--- src/rtl/cfgp_pkg.sv ---
package cfgp_pkg;
  typedef enum logic [1:0] {
    LK_CLOSED = 2'd0,
    LK_HALF   = 2'd1,
    LK_OPEN   = 2'd2
  } lock_state_e;

  localparam logic [7:0] IDX_SELECT  = 8'h07;
  localparam logic [7:0] IDX_ID_MAJ  = 8'h20;
  localparam logic [7:0] IDX_ID_MIN  = 8'h21;
  localparam logic [7:0] IDX_ENABLE  = 8'h30;
  localparam logic [7:0] IDX_BASE_HI = 8'h60;
  localparam logic [7:0] IDX_BASE_LO = 8'h61;
  localparam logic [7:0] IDX_IRQ     = 8'h70;
  localparam logic [7:0] RD_FLOAT    = 8'hFF;
endpackage

--- src/rtl/cfgp_unlock.sv ---
module cfgp_unlock
  import cfgp_pkg::*;
#(
  parameter logic [7:0] OPEN_KEY  = 8'h87,
  parameter logic [7:0] CLOSE_KEY = 8'hAA
) (
  input  logic       clk,
  input  logic       rst_n,
  input  logic       idx_wr,
  input  logic       data_acc,
  input  logic [7:0] wdata,
  output logic       open_o,
  output logic       idx_load
);
  lock_state_e state_q;

  always_ff @(posedge clk) begin
    if (!rst_n) begin
      state_q <= LK_CLOSED;
    end else begin
      case (state_q)
        LK_CLOSED: if (idx_wr) state_q <= (wdata == OPEN_KEY) ? LK_HALF : LK_CLOSED;
        LK_HALF: begin
          if (idx_wr)        state_q <= (wdata == OPEN_KEY) ? LK_OPEN : LK_CLOSED;
          else if (data_acc) state_q <= LK_CLOSED;
        end
        LK_OPEN:   if (idx_wr && wdata == CLOSE_KEY) state_q <= LK_CLOSED;
        default:   state_q <= LK_CLOSED;
      endcase
    end
  end

  assign open_o   = (state_q == LK_OPEN);
  assign idx_load = idx_wr && open_o && (wdata != CLOSE_KEY);
endmodule

--- src/rtl/cfgp_bank.sv ---
module cfgp_bank
  import cfgp_pkg::*;
(
  input  logic        clk,
  input  logic        rst_n,
  input  logic        wr_en,
  input  logic [7:0]  idx,
  input  logic [7:0]  wdata,
  output logic        enable_o,
  output logic [15:0] base_o,
  output logic [7:0]  irq_o,
  output logic [7:0]  rd_o
);
  always_ff @(posedge clk) begin
    if (!rst_n) begin
      enable_o <= 1'b0;
      base_o   <= '0;
      irq_o    <= '0;
    end else if (wr_en) begin
      case (idx)
        IDX_ENABLE:  enable_o     <= wdata[0];
        IDX_BASE_HI: base_o[15:8] <= wdata;
        IDX_BASE_LO: base_o[7:0]  <= wdata;
        IDX_IRQ:     irq_o        <= wdata;
        default: ;
      endcase
    end
  end

  always_comb begin
    case (idx)
      IDX_ENABLE:  rd_o = {7'b0, enable_o};
      IDX_BASE_HI: rd_o = base_o[15:8];
      IDX_BASE_LO: rd_o = base_o[7:0];
      IDX_IRQ:     rd_o = irq_o;
      default:     rd_o = RD_FLOAT;
    endcase
  end
endmodule

--- src/rtl/cfgp_top.sv ---
module cfgp_top
  import cfgp_pkg::*;
#(
  parameter int         NUM_DEV   = 4,
  parameter logic [7:0] OPEN_KEY  = 8'h87,
  parameter logic [7:0] CLOSE_KEY = 8'hAA,
  parameter logic [7:0] ID_MAJOR  = 8'hC5,
  parameter logic [7:0] ID_MINOR  = 8'h62
) (
  input  logic                    clk,
  input  logic                    rst_n,
  input  logic                    req_valid,
  output logic                    req_ready,
  input  logic                    req_port,
  input  logic                    req_write,
  input  logic [7:0]              req_wdata,
  output logic                    rd_valid,
  output logic [7:0]              rd_data,
  output logic                    cfg_mode,
  output logic [NUM_DEV-1:0]      dev_enable,
  output logic [16*NUM_DEV-1:0]   dev_base,
  output logic [8*NUM_DEV-1:0]    dev_irq
);
  localparam int BASE_W = 16;
  localparam int IRQ_W  = 8;

  logic       idx_wr, data_acc, data_wr, idx_load, open_w;
  logic [7:0] index_q, sel_q, bank_rd_sel, rd_next;
  logic [7:0] bank_rd [NUM_DEV];

  assign req_ready = 1'b1;
  assign idx_wr    = req_valid && req_write && !req_port;
  assign data_acc  = req_valid && req_port;
  assign data_wr   = data_acc && req_write && open_w;

  cfgp_unlock #(.OPEN_KEY(OPEN_KEY), .CLOSE_KEY(CLOSE_KEY)) u_unlock (
    .clk(clk), .rst_n(rst_n), .idx_wr(idx_wr), .data_acc(data_acc),
    .wdata(req_wdata), .open_o(open_w), .idx_load(idx_load)
  );
  assign cfg_mode = open_w;

  always_ff @(posedge clk) begin
    if (!rst_n) begin
      index_q <= '0;
      sel_q   <= '0;
    end else begin
      if (idx_load) index_q <= req_wdata;
      if (data_wr && index_q == IDX_SELECT) sel_q <= req_wdata;
    end
  end

  for (genvar g = 0; g < NUM_DEV; g++) begin : g_bank
    cfgp_bank u_bank (
      .clk(clk), .rst_n(rst_n),
      .wr_en(data_wr && sel_q == 8'(g)),
      .idx(index_q), .wdata(req_wdata),
      .enable_o(dev_enable[g]),
      .base_o(dev_base[BASE_W*g +: BASE_W]),
      .irq_o(dev_irq[IRQ_W*g +: IRQ_W]),
      .rd_o(bank_rd[g])
    );
  end

  always_comb begin
    bank_rd_sel = RD_FLOAT;
    for (int i = 0; i < NUM_DEV; i++)
      if (sel_q == 8'(i)) bank_rd_sel = bank_rd[i];
  end

  always_comb begin
    if (!open_w)        rd_next = RD_FLOAT;
    else if (!req_port) rd_next = index_q;
    else begin
      case (index_q)
        IDX_SELECT: rd_next = sel_q;
        IDX_ID_MAJ: rd_next = ID_MAJOR;
        IDX_ID_MIN: rd_next = ID_MINOR;
        default:    rd_next = bank_rd_sel;
      endcase
    end
  end

  always_ff @(posedge clk) begin
    if (!rst_n) begin
      rd_valid <= 1'b0;
      rd_data  <= RD_FLOAT;
    end else begin
      rd_valid <= req_valid && !req_write;
      if (req_valid && !req_write) rd_data <= rd_next;
    end
  end
endmodule

--- config.mk ---
export PLATFORM = sky130hd
export DESIGN_NAME = cfgp_top
export DESIGN_NICKNAME = d
export VERILOG_FILES = /design/src/rtl/cfgp_pkg.sv /design/src/rtl/cfgp_unlock.sv /design/src/rtl/cfgp_bank.sv /design/src/rtl/cfgp_top.sv
export SDC_FILE = /design/constraint.sdc
export NUM_CORES = 1
export LEC_CHECK = 0
export ABC_AREA = 1
export BUFFER_PORTS_ARGS = -buffer_cell sky130_fd_sc_hd__buf_2
export CAP_MARGIN = 20
export CORE_UTILIZATION = 29
export DETAILED_ROUTE_END_ITERATION = 8
export PLACE_DENSITY_LB_ADDON = 0.2
export SYNTH_ARGS = -nofsm -noshare
export SYNTH_HDL_FRONTEND = slang
export SYNTH_HIERARCHICAL = 1
export SYNTH_SLANG_ARGS = --single-unit
export TNS_END_PERCENT = 30
--- constraint.sdc ---
create_clock -name clk -period 5.7 [get_ports clk]
set_input_delay 0.285 -clock clk [delete_from_list [all_inputs] [get_ports clk]]
set_output_delay 0.285 -clock clk [all_outputs]
set_load 0.1 [all_outputs]
==> results.md <==
| Parameter | Value |
|---|---|
| Post-layout nets | 1518 |
| Post-Place Cell Area | 9040 um^2 |
| Clock period minus final worst setup slack | 2680 ps |
| Share of power burned in registers | 0.388 |
| Final wirelength | 27600 um |
| Combinational group share of total power | 0.066 |
| Number of synthesis warnings | 6 |
| Routed len/inst | 14.5 um |
| Power density over cell area | 239 nW/um^2 |
| Unique masters post-synth | 31 |
| Core occupancy in the finished layout | 0.349 |
| Number of antenna violations at the first check in global routing | 0 |
| Class of the worst hold path | in -> reg |
| Area of all placed cells without fillers | 9710 um^2 |
| Critical path origin | index_q[5] |
| Mean cell area of the mapped netlist | 5.85 um^2 |
| Filler Cell Count | 3152 |
| Placeable core area | 27800 um^2 |
| Die Y-Extent | 170 um |
| Starting DRC count in detailed routing | 585 |
| Worst slew pin tran | 942 ps |
| Number of buffers added for setup after CTS | 0 |
| Worst r2r src | index_q[5] |
| Fraction of met3 tracks used by global routing | 0.0342 |
| Largest cells by area after synthesis | sky130_fd_sc_hd__dfxtp_1, sky130_fd_sc_hd__nand2_1, sky130_fd_sc_hd__nor2_1, sky130_fd_sc_hd__inv_1, sky130_fd_sc_hd__nand3_1 |
| Die Outline Area | 28900 um^2 |
| Commonest non-fill, non-tap cell in the layout | sky130_fd_sc_hd__nand2_1 |
| Wire length of the first global-routing pass | 43400 um |
| Met1 demand-to-capacity share in global routing | 0.266 |
| Top cell type by total area after synthesis | sky130_fd_sc_hd__dfxtp_1 |
| Final hold slack | 193 ps |
| Number of antenna repair diodes | 0 |
| Met2 global-route usage | 0.321 |
| Clock tree from TritonCTS | yes |
| Slew HR | 0.371 |
| DRT antenna net count | 0 |
| Via-per-instance ratio | 4.40 |
| Detailed-route via count | 8333 |
| Hold Buf Count CTS | 0 |
| Effective utilization at floorplan | 0.294 |
| DRC violations left | 0 |
| Start point of the worst hold path | req_write |
| Slack of the worst reg-to-reg path | 3020 ps |
| Clock slew at reported path FFs | 60 ps |
| Total I/O pin count | 124 |
| Accumulated negative setup slack | 0 ps |
| Worst-path fanout max | 23 |
| Area share of the leading cell type in the synthesized netlist | 0.311 |
| Via count of the first global-routing pass | 7805 |
| Most frequent cells in the layout | sky130_fd_sc_hd__nand2_1, sky130_fd_sc_hd__nor2_1, sky130_fd_sc_hd__inv_1, sky130_fd_sc_hd__nand3_1, sky130_fd_sc_hd__dfxtp_1 |
| Proportion of layout cells with a drive suffix above 1 | 0.160 |
| Port Buf Inserts | 122 |
| Rows | 61 |
| Sequential cell area fraction in the yosys report | 0.311 |
| P&R area growth vs syn | 18.7% |
| Synthesized instance count | 1397 |
| Share of total power consumed by net switching | 0.259 |
| Maximum number of pins on one net before global-route repair | 74 |
| Total leakage power | 4.95 nW |
| Crit path arrival time | 3000 ps |
| Kind of start point of the critical path | flip-flop |
| Placed wire-length estimate after detailed placement | 19300 um |
| Library cell used as clock root buffer | sky130_fd_sc_hd__clkbuf_16 |
| TritonCTS Buffers | 17 |
| Worst path required time | 6020 ps |
| Clk pwr share | 0.546 |
| TritonRoute pass-1 iters | 9 |
| Overall routing resource usage | 0.197 |
| Skew-Pair Late Insertion Delay | 430 ps |
| Longest Clk Path Bufs | 2 |
| Cell area after technology mapping | 8180 um^2 |
| Unrepaired setup endpoints after global routing | false |
| Final Slew Violations | 0 |
| Reported max-cap violation count | 0 |
| Grt total ovfl | 0 |
| Outcome | complete, no violations |
| # clock sinks | 127 |
| Number of nets produced by synthesis | 1410 |
| Internal portion of total power | 1.72 mW |
| Most Crowded Layer GR | met2 |
| Worst-case vdd ir drop | 151 uV |
| Switching pwr | 0.600 mW |
| Maximum clock frequency | 373 MHz |
| Crit Path Class | reg -> reg |
| CTS H-tree lvls | 4 |
| Count of final hold-check violations | 0 |
| Last weighted congestion value of the routability-driven placer | 0.863 |
| Number of gates resized after CTS | 0 |
| DIE WIDTH | 170 um |
| Fin crit share | 0.471 |
| Synthesis-stage register bit count | 127 |
| Final setup fails | 0 |
| Crit. End Element | flip-flop |
| Worst setup skew after layout | 12.8 ps |
==> per-layer routing <==
| layer | vias to the layer above | routed length (um) |
|---|---|---|
| met5 | - | 0 |
| met4 | 0 | 360 |
| met3 | 27 | 1280 |
| met2 | 187 | 12600 |
| met1 | 3725 | 13300 |
| li1 | 4394 | - |
==> through the flow <==
step | setup WS [ps] | instances | power, mW
2_1_floorplan | 3130 | 1397 | 1.03
3_3_place_gp | 3110 | 1864 | 1.07
3_5_place_dp | 3040 | 1864 | 1.07
4_1_cts | 3050 | 1896 | 2.35
5_1_grt | 2710 | 1896 | 2.40
6_report | 3020 | 1896 | 2.32
==> kinds of logic after synthesis <==
group | synth area share
and+or+nand+nor | 0.492
buffers and inverters | 0.161
DFF | 0.311
AOI/OAI and AO/OA | 0.0361
other | 0.000459
==> cells in the mapped netlist, drive strengths merged <==
cell type / instances
nor2: 300
conb: 1
o21ai: 17
nor3: 3
buf: 32
nand3b: 2
a21boi: 1
a21oi: 30
clkinv: 1
clkbuf: 7
inv: 275
nand4: 10
nand3: 171
a211oi: 6
nand2: 413
nor4: 1
dfxtp: 127
==> registers in the layout, indices dropped and copies added, names as in the netlist <==
| signal | flops |
|---|---|
| g_bank.u_bank/base_o | 64 |
| g_bank.u_bank/enable_o | 4 |
| g_bank.u_bank/irq_o | 32 |
| index_q | 8 |
| rd_data | 8 |
| rd_valid | 1 |
| sel_q | 8 |
| u_unlock/state_q | 2 |
==> power by group through the flow <==
| stage | Combinational [mW] | Clock (mW) | Sequential [mW] |
|---|---|---|---|
| floorplan | 0.0827 | 0 | 0.945 |
| global placement | 0.153 | 0 | 0.921 |
| detailed placement | 0.153 | 0 | 0.921 |
| CTS | 0.153 | 1.30 | 0.901 |
| global route | 0.166 | 1.33 | 0.901 |
| finish | 0.152 | 1.27 | 0.901 |
==> path summary, 6_finish.rpt <==
path | depth (start not counted) | end
min | 4 | rd_data[3]
min reg2reg | 2 | rd_data[4]
max reg2reg | 15 | rd_data[1]
max | 15 | rd_data[1]
==> critical path, stage by stage, from the launching register on <==
cell,delay [ps]
sky130_fd_sc_hd__dfxtp_1,940
sky130_fd_sc_hd__nand2_1,210
sky130_fd_sc_hd__nor2_4,310
sky130_fd_sc_hd__nand2_1,220
sky130_fd_sc_hd__nand4_4,200
sky130_fd_sc_hd__nand2_1,70
sky130_fd_sc_hd__inv_1,50
sky130_fd_sc_hd__nand3_1,70
sky130_fd_sc_hd__nand3_1,100
sky130_fd_sc_hd__nand2_1,60
sky130_fd_sc_hd__nand2_1,50
sky130_fd_sc_hd__nand2_1,50
sky130_fd_sc_hd__nand2_1,60
sky130_fd_sc_hd__nand2_1,70
sky130_fd_sc_hd__nand2_1,70
sky130_fd_sc_hd__nand2_1,50
==> final cells by class <==
cell class                 count  area [um^2]  share of cell area
clock buffer                  18          439              0.0452
clock inverter                14          229              0.0236
inverter                     276         1040               0.107
multi-input combinational    955         4330               0.446
sequential                   127         2540               0.262
tap                          378          473              0.0487
timing repair buffer         128          658              0.0678
Power figures use the tool's default switching activity.
